[config.mk]
export PLATFORM = sky130hd
export DESIGN_NAME = bus_sizing_seq
export DESIGN_NICKNAME = d
export VERILOG_FILES = /design/src/rtl/bsz_pkg.sv /design/src/rtl/bsz_term_decode.sv /design/src/rtl/bsz_lane_steer.sv /design/src/rtl/bus_sizing_seq.sv
export SDC_FILE = /design/constraint.sdc
export NUM_CORES = 1
export LEC_CHECK = 0
export BUFFER_PORTS_ARGS = -buffer_cell sky130_fd_sc_hd__buf_2
export CAP_MARGIN = 20
export CORE_ASPECT_RATIO = 0.7
export CORE_MARGIN = 2
export CORE_UTILIZATION = 52
export CTS_CLUSTER_SIZE = 14
export DETAILED_ROUTE_END_ITERATION = 6
export PLACE_DENSITY = 0.89
export SYNTH_ARGS = -nofsm -noshare
export SYNTH_HDL_FRONTEND = slang
export SYNTH_SLANG_ARGS = --single-unit
export TNS_END_PERCENT = 20
[constraint.sdc]
create_clock -name clk -period 3.4 [get_ports clk]
set_clock_uncertainty 0.15 [all_clocks]
set_input_delay 0.85 -clock clk [delete_from_list [all_inputs] [get_ports clk]]
set_output_delay 0.85 -clock clk [all_outputs]
set_load 0.03 [all_outputs]
[src/rtl/bsz_pkg.sv]
package bsz_pkg;
  localparam int OP_W  = 32;
  localparam int LANE_W = 16;

  localparam logic [1:0] SZ_BYTE = 2'b00;
  localparam logic [1:0] SZ_WORD = 2'b01;

  typedef enum logic [2:0] {
    TK_WAIT,
    TK_PORT8,
    TK_PORT16,
    TK_ERR,
    TK_AVEC
  } term_e;

  typedef enum logic [1:0] {
    ST_IDLE,
    ST_BUS,
    ST_GAP,
    ST_RESP
  } st_e;
endpackage

[src/rtl/bsz_term_decode.sv]
module bsz_term_decode
  import bsz_pkg::*;
(
  input  logic  ack_hi_n,
  input  logic  ack_lo_n,
  input  logic  berr_n,
  input  logic  avec_n,
  input  logic  iack,
  output term_e kind
);
  // bus error outranks everything; autovector counts only in iack cycles
  always_comb begin
    if (!berr_n)                kind = TK_ERR;
    else if (iack && !avec_n)   kind = TK_AVEC;
    else begin
      unique case ({ack_hi_n, ack_lo_n})
        2'b11:   kind = TK_WAIT;
        2'b10:   kind = TK_PORT8;
        2'b01:   kind = TK_PORT16;
        default: kind = TK_ERR;   // reserved code
      endcase
    end
  end
endmodule

[src/rtl/bsz_lane_steer.sv]
module bsz_lane_steer
  import bsz_pkg::*;
(
  input  logic              odd,
  input  logic [2:0]        rem,
  input  logic              port16,
  input  logic [LANE_W-1:0] wtop,
  input  logic [LANE_W-1:0] din,
  output logic [1:0]        take,
  output logic [LANE_W-1:0] dout,
  output logic [LANE_W-1:0] rchunk
);
  logic pair;
  assign pair = !odd && (rem >= 3'd2);

  // assume a 16-bit port: a pair when it fits, else the byte on both lanes
  assign dout = pair ? wtop : {wtop[LANE_W-1 -: 8], wtop[LANE_W-1 -: 8]};

  always_comb begin
    if (port16 && pair) begin
      take   = 2'd2;
      rchunk = din;
    end else if (port16 && odd) begin
      take   = 2'd1;
      rchunk = {8'h00, din[7:0]};
    end else begin
      take   = 2'd1;
      rchunk = {8'h00, din[LANE_W-1 -: 8]};
    end
  end
endmodule

[src/rtl/bus_sizing_seq.sv]
module bus_sizing_seq
  import bsz_pkg::*;
#(
  parameter int ADDR_W = 24
) (
  input  logic              clk,
  input  logic              rst_n,
  input  logic              req_valid,
  output logic              req_ready,
  input  logic [1:0]        req_size,
  input  logic [ADDR_W-1:0] req_addr,
  input  logic              req_write,
  input  logic              req_iack,
  input  logic [31:0]       req_wdata,
  output logic              rsp_valid,
  input  logic              rsp_ready,
  output logic [31:0]       rsp_rdata,
  output logic              rsp_berr,
  output logic              rsp_avec,
  output logic              bus_strobe,
  output logic [ADDR_W-1:0] bus_addr,
  output logic              bus_read,
  output logic              bus_iack,
  output logic [1:0]        bus_siz,
  output logic [15:0]       bus_dout,
  output logic              bus_dout_en,
  input  logic [15:0]       bus_din,
  input  logic              ack_hi_n,
  input  logic              ack_lo_n,
  input  logic              berr_n,
  input  logic              avec_n
);
  st_e               st_q;
  logic [ADDR_W-1:0] addr_q;
  logic [2:0]        rem_q;
  logic [OP_W-1:0]   wbuf_q, acc_q;
  logic              wr_q, iack_q, err_q, av_q;

  term_e             kind;
  logic [1:0]        take;
  logic [LANE_W-1:0] lane_out, rchunk;
  logic [2:0]        init_rem;
  logic [OP_W-1:0]   init_wbuf;

  bsz_term_decode u_term (
    .ack_hi_n (ack_hi_n),
    .ack_lo_n (ack_lo_n),
    .berr_n   (berr_n),
    .avec_n   (avec_n),
    .iack     (iack_q),
    .kind     (kind)
  );

  bsz_lane_steer u_steer (
    .odd    (addr_q[0]),
    .rem    (rem_q),
    .port16 (kind == TK_PORT16),
    .wtop   (wbuf_q[OP_W-1 -: LANE_W]),
    .din    (bus_din),
    .take   (take),
    .dout   (lane_out),
    .rchunk (rchunk)
  );

  // left-align the write operand so OP0 sits in the top byte
  always_comb begin
    unique case (req_size)
      SZ_BYTE: begin init_rem = 3'd1; init_wbuf = {req_wdata[7:0], 24'h0};  end
      SZ_WORD: begin init_rem = 3'd2; init_wbuf = {req_wdata[15:0], 16'h0}; end
      default: begin init_rem = 3'd4; init_wbuf = req_wdata;                end
    endcase
  end

  always_ff @(posedge clk or negedge rst_n) begin
    if (!rst_n) begin
      st_q   <= ST_IDLE;
      addr_q <= '0;
      rem_q  <= 3'd0;
      wbuf_q <= '0;
      acc_q  <= '0;
      wr_q   <= 1'b0;
      iack_q <= 1'b0;
      err_q  <= 1'b0;
      av_q   <= 1'b0;
    end else begin
      unique case (st_q)
        ST_IDLE: if (req_valid) begin
          addr_q <= req_addr;
          rem_q  <= init_rem;
          wbuf_q <= init_wbuf;
          acc_q  <= '0;
          wr_q   <= req_write;
          iack_q <= req_iack;
          err_q  <= 1'b0;
          av_q   <= 1'b0;
          st_q   <= ST_BUS;
        end
        ST_BUS: begin
          unique case (kind)
            TK_WAIT: ;
            TK_ERR:  begin err_q <= 1'b1; st_q <= ST_RESP; end
            TK_AVEC: begin av_q  <= 1'b1; st_q <= ST_RESP; end
            default: begin
              addr_q <= addr_q + {{(ADDR_W-2){1'b0}}, take};
              rem_q  <= rem_q - {1'b0, take};
              wbuf_q <= (take == 2'd2) ? (wbuf_q << 16) : (wbuf_q << 8);
              if (!wr_q)
                acc_q <= (take == 2'd2) ? {acc_q[15:0], rchunk}
                                        : {acc_q[23:0], rchunk[7:0]};
              st_q <= (rem_q == {1'b0, take}) ? ST_RESP : ST_GAP;
            end
          endcase
        end
        ST_GAP:  st_q <= ST_BUS;
        ST_RESP: if (rsp_ready) st_q <= ST_IDLE;
        default: st_q <= ST_IDLE;
      endcase
    end
  end

  assign req_ready   = (st_q == ST_IDLE);
  assign rsp_valid   = (st_q == ST_RESP);
  assign rsp_rdata   = acc_q;
  assign rsp_berr    = err_q;
  assign rsp_avec    = av_q;
  assign bus_strobe  = (st_q == ST_BUS);
  assign bus_addr    = addr_q;
  assign bus_read    = !wr_q;
  assign bus_iack    = iack_q;
  assign bus_siz     = rem_q[1:0];
  assign bus_dout_en = bus_strobe && wr_q;
  assign bus_dout    = bus_dout_en ? lane_out : '0;
endmodule

==> results.md, run 1 <==
* Reg clk slew, reported paths at 60 ps
* Synth area leader: dfrtp_1
* Unique masters post-synth at 51
* Syn Std Cell Area at 0.00561 sq mm
* Initial Utilization at 0.538
* Mapped Cells at 644
* CP Data Arrival Time at 1950 ps
* Boundary pin count at 166
* Grt ovf at 0
* DRT iter0 DRCs at 565
* Min cycle time layout at 2950 ps
* Die X at 128 um
* All-layer global routing usage at 0.304
* Post-synth EDFFs at 0
* Htree depth at 3
* Vias in the first global route at 5,407
* Pint at 0.00336 W
* Smallest hold slack at 328 ps
* Lkg Pwr at 3.25 nW
* Die Ht at 90.9 um
* # resized after CTS at 0
* Clk_lat worst skew at 350 ps
* Final HPWL DP at 12.6 mm
* Fin nets at 871
* Synth top cells by count: nand2_1 (121), dfrtp_1 (97), nor2_1 (55)
* Clk pwr share at 0.152
* Largest cells by area after synthesis: dfrtp_1 (43%), nand2_1 (8.1%), mux2i_1 (7.3%)
* Detail Route Antenna Nets at 0
* P&R area growth vs syn at 22.0%
* Synthesis-stage register bit count at 97
* Hold Crit Class: reg -> reg
* Placed insts at 904
* Status: finished, final reports clean
* Worst slew pin tran at 844 ps
* Final setup fails at 0
* Pwr Density at 986 mW/mm^2
* Via count at 5,851
* Initial antenna violation count at 0
* Port Buffers at 165
* Top-count cell post-synth: nand2_1
* Seq/Total Area, Yosys at 0.432
* CP endpoint kind: primary output
* Non-Filler Instances at 920
* Fmax at 0.339 GHz
* First-pass GRT wire length at 28.1 mm
* Die area at 0.0117 sq mm
* Crit-path max FO at 80
* # DRC at 0
* Crit Path Class: reg -> out
* Num rows at 31
* Max cap viols at 0
* Hold buffer count at cts at 0
* Vias per inst at 6.36
* Switching Fraction at 0.502
* Post-synth top area share at 0.432
* Seq pwr share at 0.332
* Root Driver: clkbuf_16
* Slew headroom at 0.437
* # Post-CTS Setup Buffers at 0
* Req. time, crit path at 2400 ps
* Share of cells above drive strength 1 at 0.263
* Avg Cell Area, Syn at 8.72 sq um
* Largest net degree at the start of global routing at 81
* Final Slew Violations at 0
* Fraction of power consumed by combinational cells at 0.516
* TritonRoute pass-1 iters at 7
* Clock sink count at 97
* Setup tns final at 0 ps
* CTS tree: built
* CTS Buf Count at 9
* Worst Setup Start Kind: flop
* RSZ-0062 raised after global routing: no
* Synthesized Nets at 732
* Final worst path period share at 0.868
* Fin. Hold Viols at 0
* Async set-reset flop share out of synthesis at 1.00
* Core area at 0.0104 sq mm
* Antenna fix cells at 0
* Gpl congestion at 0.920
* Routed wire length at 17.6 mm
* Clock Tree Buf Depth at 2
* Top_reg_cell synth: dfrtp_1
* Yosys warnings at 0
* WL/cell at 19.1 um
* Switching Power at 0.00339 W
* Peak supply drop at 588 uV
==> cell usage in the layout (no fill, tap or decap), drive strengths merged, types with 3 or more instances in the layout <==
master,count
o21a,5
and3,14
nor4,4
nand3,15
clkbuf,11
inv,9
nor2,55
nand4,11
o21ai,20
o22a,5
and2,3
nor2b,3
a31oi,10
nand2,121
a311oi,18
o31ai,32
ha,4
mux2i,41
a221oi,16
dfrtp,97
nor3,13
a211oi,11
o22ai,8
a21oi,31
a21o,19
nand2b,3
buf,181
and4,5
==> through the flow <==
stage,total power [W],area (sq um),util,worst slack [ps]
global route,0.00718,6850,0.656,312
CTS,0.00670,6850,0.656,488
global placement,0.00554,6550,0.628,369
finish,0.00675,6850,0.656,450
floorplan,0.00456,5610,-,94.2
detailed placement,0.00567,6550,0.628,299
==> power groups by stage <==
stage               combinational, W  clock [W]  sequential [W]
floorplan                    0.00196          0         0.00261
global placement             0.00334          0         0.00220
detailed placement           0.00344          0         0.00224
CTS                          0.00345    0.00104         0.00222
global route                 0.00377    0.00109         0.00232
finish                       0.00348    0.00103         0.00224
==> logic make-up after synthesis <==
logic type                 count (synthesis)  share of synthesized area
and+or+nand+nor                          251                      0.202
AOI/OAI and AO/OA                        185                      0.233
DFF                                       97                      0.432
buffers and inverters                     62                     0.0439
muxes                                     42                     0.0751
adders and majority gates                  4                    0.00892
xor gates and xnor gates                   3                    0.00468
==> sequential cells by signal, indices dropped and copies added, names as in the netlist <==
name,flops
rsp_berr,1
rem_q,3
wr_q,1
st_q,2
bus_iack,1
rsp_rdata,32
wbuf_q,32
rsp_avec,1
bus_addr,24
==> critical path, stage by stage, from the launching register on <==
cell and delay [ps]:
dfrtp_1 480, inv_1 180, nand2_2 80, inv_2 100, buf_12 300, and3_1 230, buf_2 200
==> final timing paths <==
path                                from            end  slack, ps  cells past startpoint
min in group asynchronous          rst_n   rsp_rdata[3]        450                      1
setup / recovery                 st_q[1]    bus_dout[9]        450                      6
hold reg to reg            rsp_rdata[26]  rsp_rdata[26]        330                      2
max in group asynchronous          rst_n     wbuf_q[14]       1890                      2
setup reg to reg                 st_q[1]  rsp_rdata[18]        530                     10
hold / removal             rsp_rdata[26]  rsp_rdata[26]        330                      2
==> area by class of cell <==
cell class                      instances  area (sq um)
Fill cell                             872          3580
Multi-Input combinational cell        485          2950
Sequential cell                        97          2430
Timing Repair Buffer                  181           973
Clock buffer                           11           243
Tap cell                              132           165
Clock inverter                          5          55.1
Inverter                                9          33.8
==> metal layers <==
metal	part of all wire	vias to the layer above	track usage
met1	0.44	2814	0.447
met2	0.45	360	0.451
met4	0.015	0	0.0778
li1	-	2646	-
met5	0	-	0
met3	0.098	31	0.0717
No activity file was read; power rests on OpenSTA's default activity.
==> run 2, diff against run 1 <==
Settings changed: BUFFER_PORTS_ARGS -buffer_cell sky130_fd_sc_hd__buf_2 to not set, CORE_UTILIZATION 52 to 64, DONT_BUFFER_PORTS set to 1.
==> run 2 against run 1 <==
  * Critical path depth is the same
  * Largest cell class unchanged
  * Cell count shrank 17%
  * Total power shrank 2.0%
  * Critical path type unchanged
  * Clock power grew 22%
  * Die area shrank 18%
==> results.md, run 2 (synthesis results as in run 1) <==
* Lkg Pwr at 2.65 nW (was 3.25 nW)
* Routed wire length at 16.3 mm (was 17.6 mm)
* Slew headroom at 0.431 (was 0.437)
* Die area at 0.00955 sq mm (was 0.0117 sq mm)
* CTS Buf Count at 9 (unchanged)
* RSZ-0062 raised after global routing: no (unchanged)
* Routed wl met2 at 7.25 mm (was 7.84 mm)
* Hold Crit Class: in -> async (was reg -> reg)
* Req. time, crit path at 2400 ps (about the same)
* Status: finished, final reports clean (unchanged)
* Buffers & Inverters on Critical Path at 3 (was 4)
* # resized after CTS at 0 (unchanged)
* Reg-to-reg setup timing slack at 450 ps (was 530 ps)
* Grt ovf at 0 (unchanged)
* Top layer reached by signal wires: met4 (unchanged)
* Crit-path max FO at 10 (was 80)
* Boundary pin count at 166 (unchanged)
* Max cap viols at 0 (unchanged)
* Core area at 0.00848 sq mm (was 0.0104 sq mm)
* Clk_lat worst skew at 340 ps (was 350 ps)
* Hold buffer count at cts at 0 (unchanged)
* Vias in the first global route at 4,819 (was 5,407)
* Detail Route Antenna Nets at 0 (unchanged)
* TritonRoute pass-1 iters at 5 (was 7)
* Fin nets at 723 (was 871)
* Gpl congestion at 0.951 (was 0.920)
* Via count at 5,254 (was 5,851)
* Reg clk slew, reported paths at 70 ps (was 60 ps)
* Largest net degree at the start of global routing at 98 (was 81)
* CP endpoint kind: primary output (unchanged)
* Num rows at 28 (was 31)
* # Post-CTS Setup Buffers at 0 (unchanged)
* Htree depth at 3 (unchanged)
* Clock sink count at 97 (unchanged)
* Min cycle time layout at 3000 ps (was 2950 ps)
* Crit path max-delay family: buffers and inverters (unchanged)
* Port Buffers at 0 (was 165)
* Max stage delay on crit path at 480 ps (about the same)
* P&R area growth vs syn at 10.6% (was 22.0%)
* Share of cells above drive strength 1 at 0.0938 (was 0.263)
* Initial Utilization at 0.662 (was 0.538)
* Slowest cell on the critical path: dfrtp_1 (unchanged)
* CP Data Arrival Time at 2000 ps (was 1950 ps)
* WL/cell at 21.4 um (was 19.1 um)
* # DRC at 0 (unchanged)
* Non-Filler Instances at 761 (was 920)
* Setup tns final at 0 ps (unchanged)
* Root Driver: clkbuf_16 (unchanged)
* Final setup fails at 0 (unchanged)
* Met1 WL at 6.45 mm (was 7.75 mm)
* Worst Setup Start Kind: flop (unchanged)
* Crit Path Class: reg -> out (unchanged)
* Final worst path period share at 0.881 (was 0.868)
* Placed insts at 743 (was 904)
* Worst slew pin tran at 852 ps (was 844 ps)
* Fin. Hold Viols at 0 (unchanged)
* Smallest hold slack at 46.8 ps (was 328 ps)
* Clock Tree Buf Depth at 2 (unchanged)
* All-layer global routing usage at 0.346 (was 0.304)
* First-pass GRT wire length at 25.3 mm (was 28.1 mm)
* Most common cell after layout, fill and taps aside: nand2_1 (was buf_2)
* Fmax at 0.334 GHz (was 0.339 GHz)
* Die Ht at 82.4 um (was 90.9 um)
* Critical path depth at 6 (unchanged)
* Die X at 116 um (was 128 um)
* Final HPWL DP at 11.2 mm (was 12.6 mm)
* Most frequent cells in the layout: nand2_1 (119), dfrtp_1 (97), nor2_1 (54), mux2i_1 (41), o31ai_1 (32) (was buf_2 (164), nand2_1 (119), dfrtp_1 (97), nor2_1 (54), mux2i_1 (41))
* Cells along the critical path: inv_1, nand2_2, inv_2, nand2_1, a21oi_1, buf_4 (was inv_1, nand2_2, inv_2, buf_12, and3_1, buf_2)
* Pwr Density at 1070 mW/mm^2 (was 986 mW/mm^2)
* R2R depth at 7 (was 10)
* CTS tree: built (unchanged)
* Initial antenna violation count at 1 (was 0)
* DRT iter0 DRCs at 688 (was 565)
* Peak supply drop at 489 uV (was 588 uV)
* Vias per inst at 6.90 (was 6.36)
* DR WL met3 at 2.33 mm (was 1.72 mm)
* Final Slew Violations at 0 (unchanged)
-- run 2: cell count changes in the layout (fill, tap and decap cells not counted), moves of 2 or more --
cell / delta
buf_2: -164
clkinvlp_4: -2
buf_4: +16
bufinv_16: +3
-- run 2: area by class of cell --
cell class	count	area, sq um
Antenna cell	1	2.50
Clock buffer	11	253
Clock inverter	5	125
Fill cell	652	2270
Inverter	9	33.8
Multi-Input combinational cell	485	2950
Sequential cell	97	2430
Tap cell	120	150
Timing Repair Buffer	33	264
-- run 2: worst paths after layout --
kind                                  start           end
worst max register to register  bus_addr[0]  bus_addr[16]
worst max-delay path                st_q[1]   bus_dout[3]
worst min-delay path                  rst_n          wr_q
worst min register to register   wbuf_q[28]    wbuf_q[28]
min in group clk                 wbuf_q[28]    wbuf_q[28]
max in group asynchronous             rst_n    wbuf_q[20]
-- run 2: report_power, final --
part | internal, W | total, W | switching (W)
registers | 0.00164 | 0.00286 | 0.00122
clock network | 0.000832 | 0.00126 | 0.000430
logic | 0.000891 | 0.00249 | 0.00160
total | 0.00336 | 0.00662 | 0.00325
-- run 2: per-stage QoR --
stage | area (sq um) | worst slack (ps) | power, W | util
2_1_floorplan | 5610 | 94.2 | 0.00456 | -
3_3_place_gp | 5820 | 519 | 0.00516 | 0.686
3_5_place_dp | 5820 | 467 | 0.00528 | 0.686
4_1_cts | 6190 | 456 | 0.00656 | 0.731
5_1_grt | 6200 | 326 | 0.00697 | 0.732
6_report | 6210 | 403 | 0.00662 | 0.732
-- run 2: layer usage --
layer  GRT usage  vias up
li1            -     2351
met1       0.477     2486
met2       0.527      380
met3       0.113       37
met4       0.104        0
met5           0        -
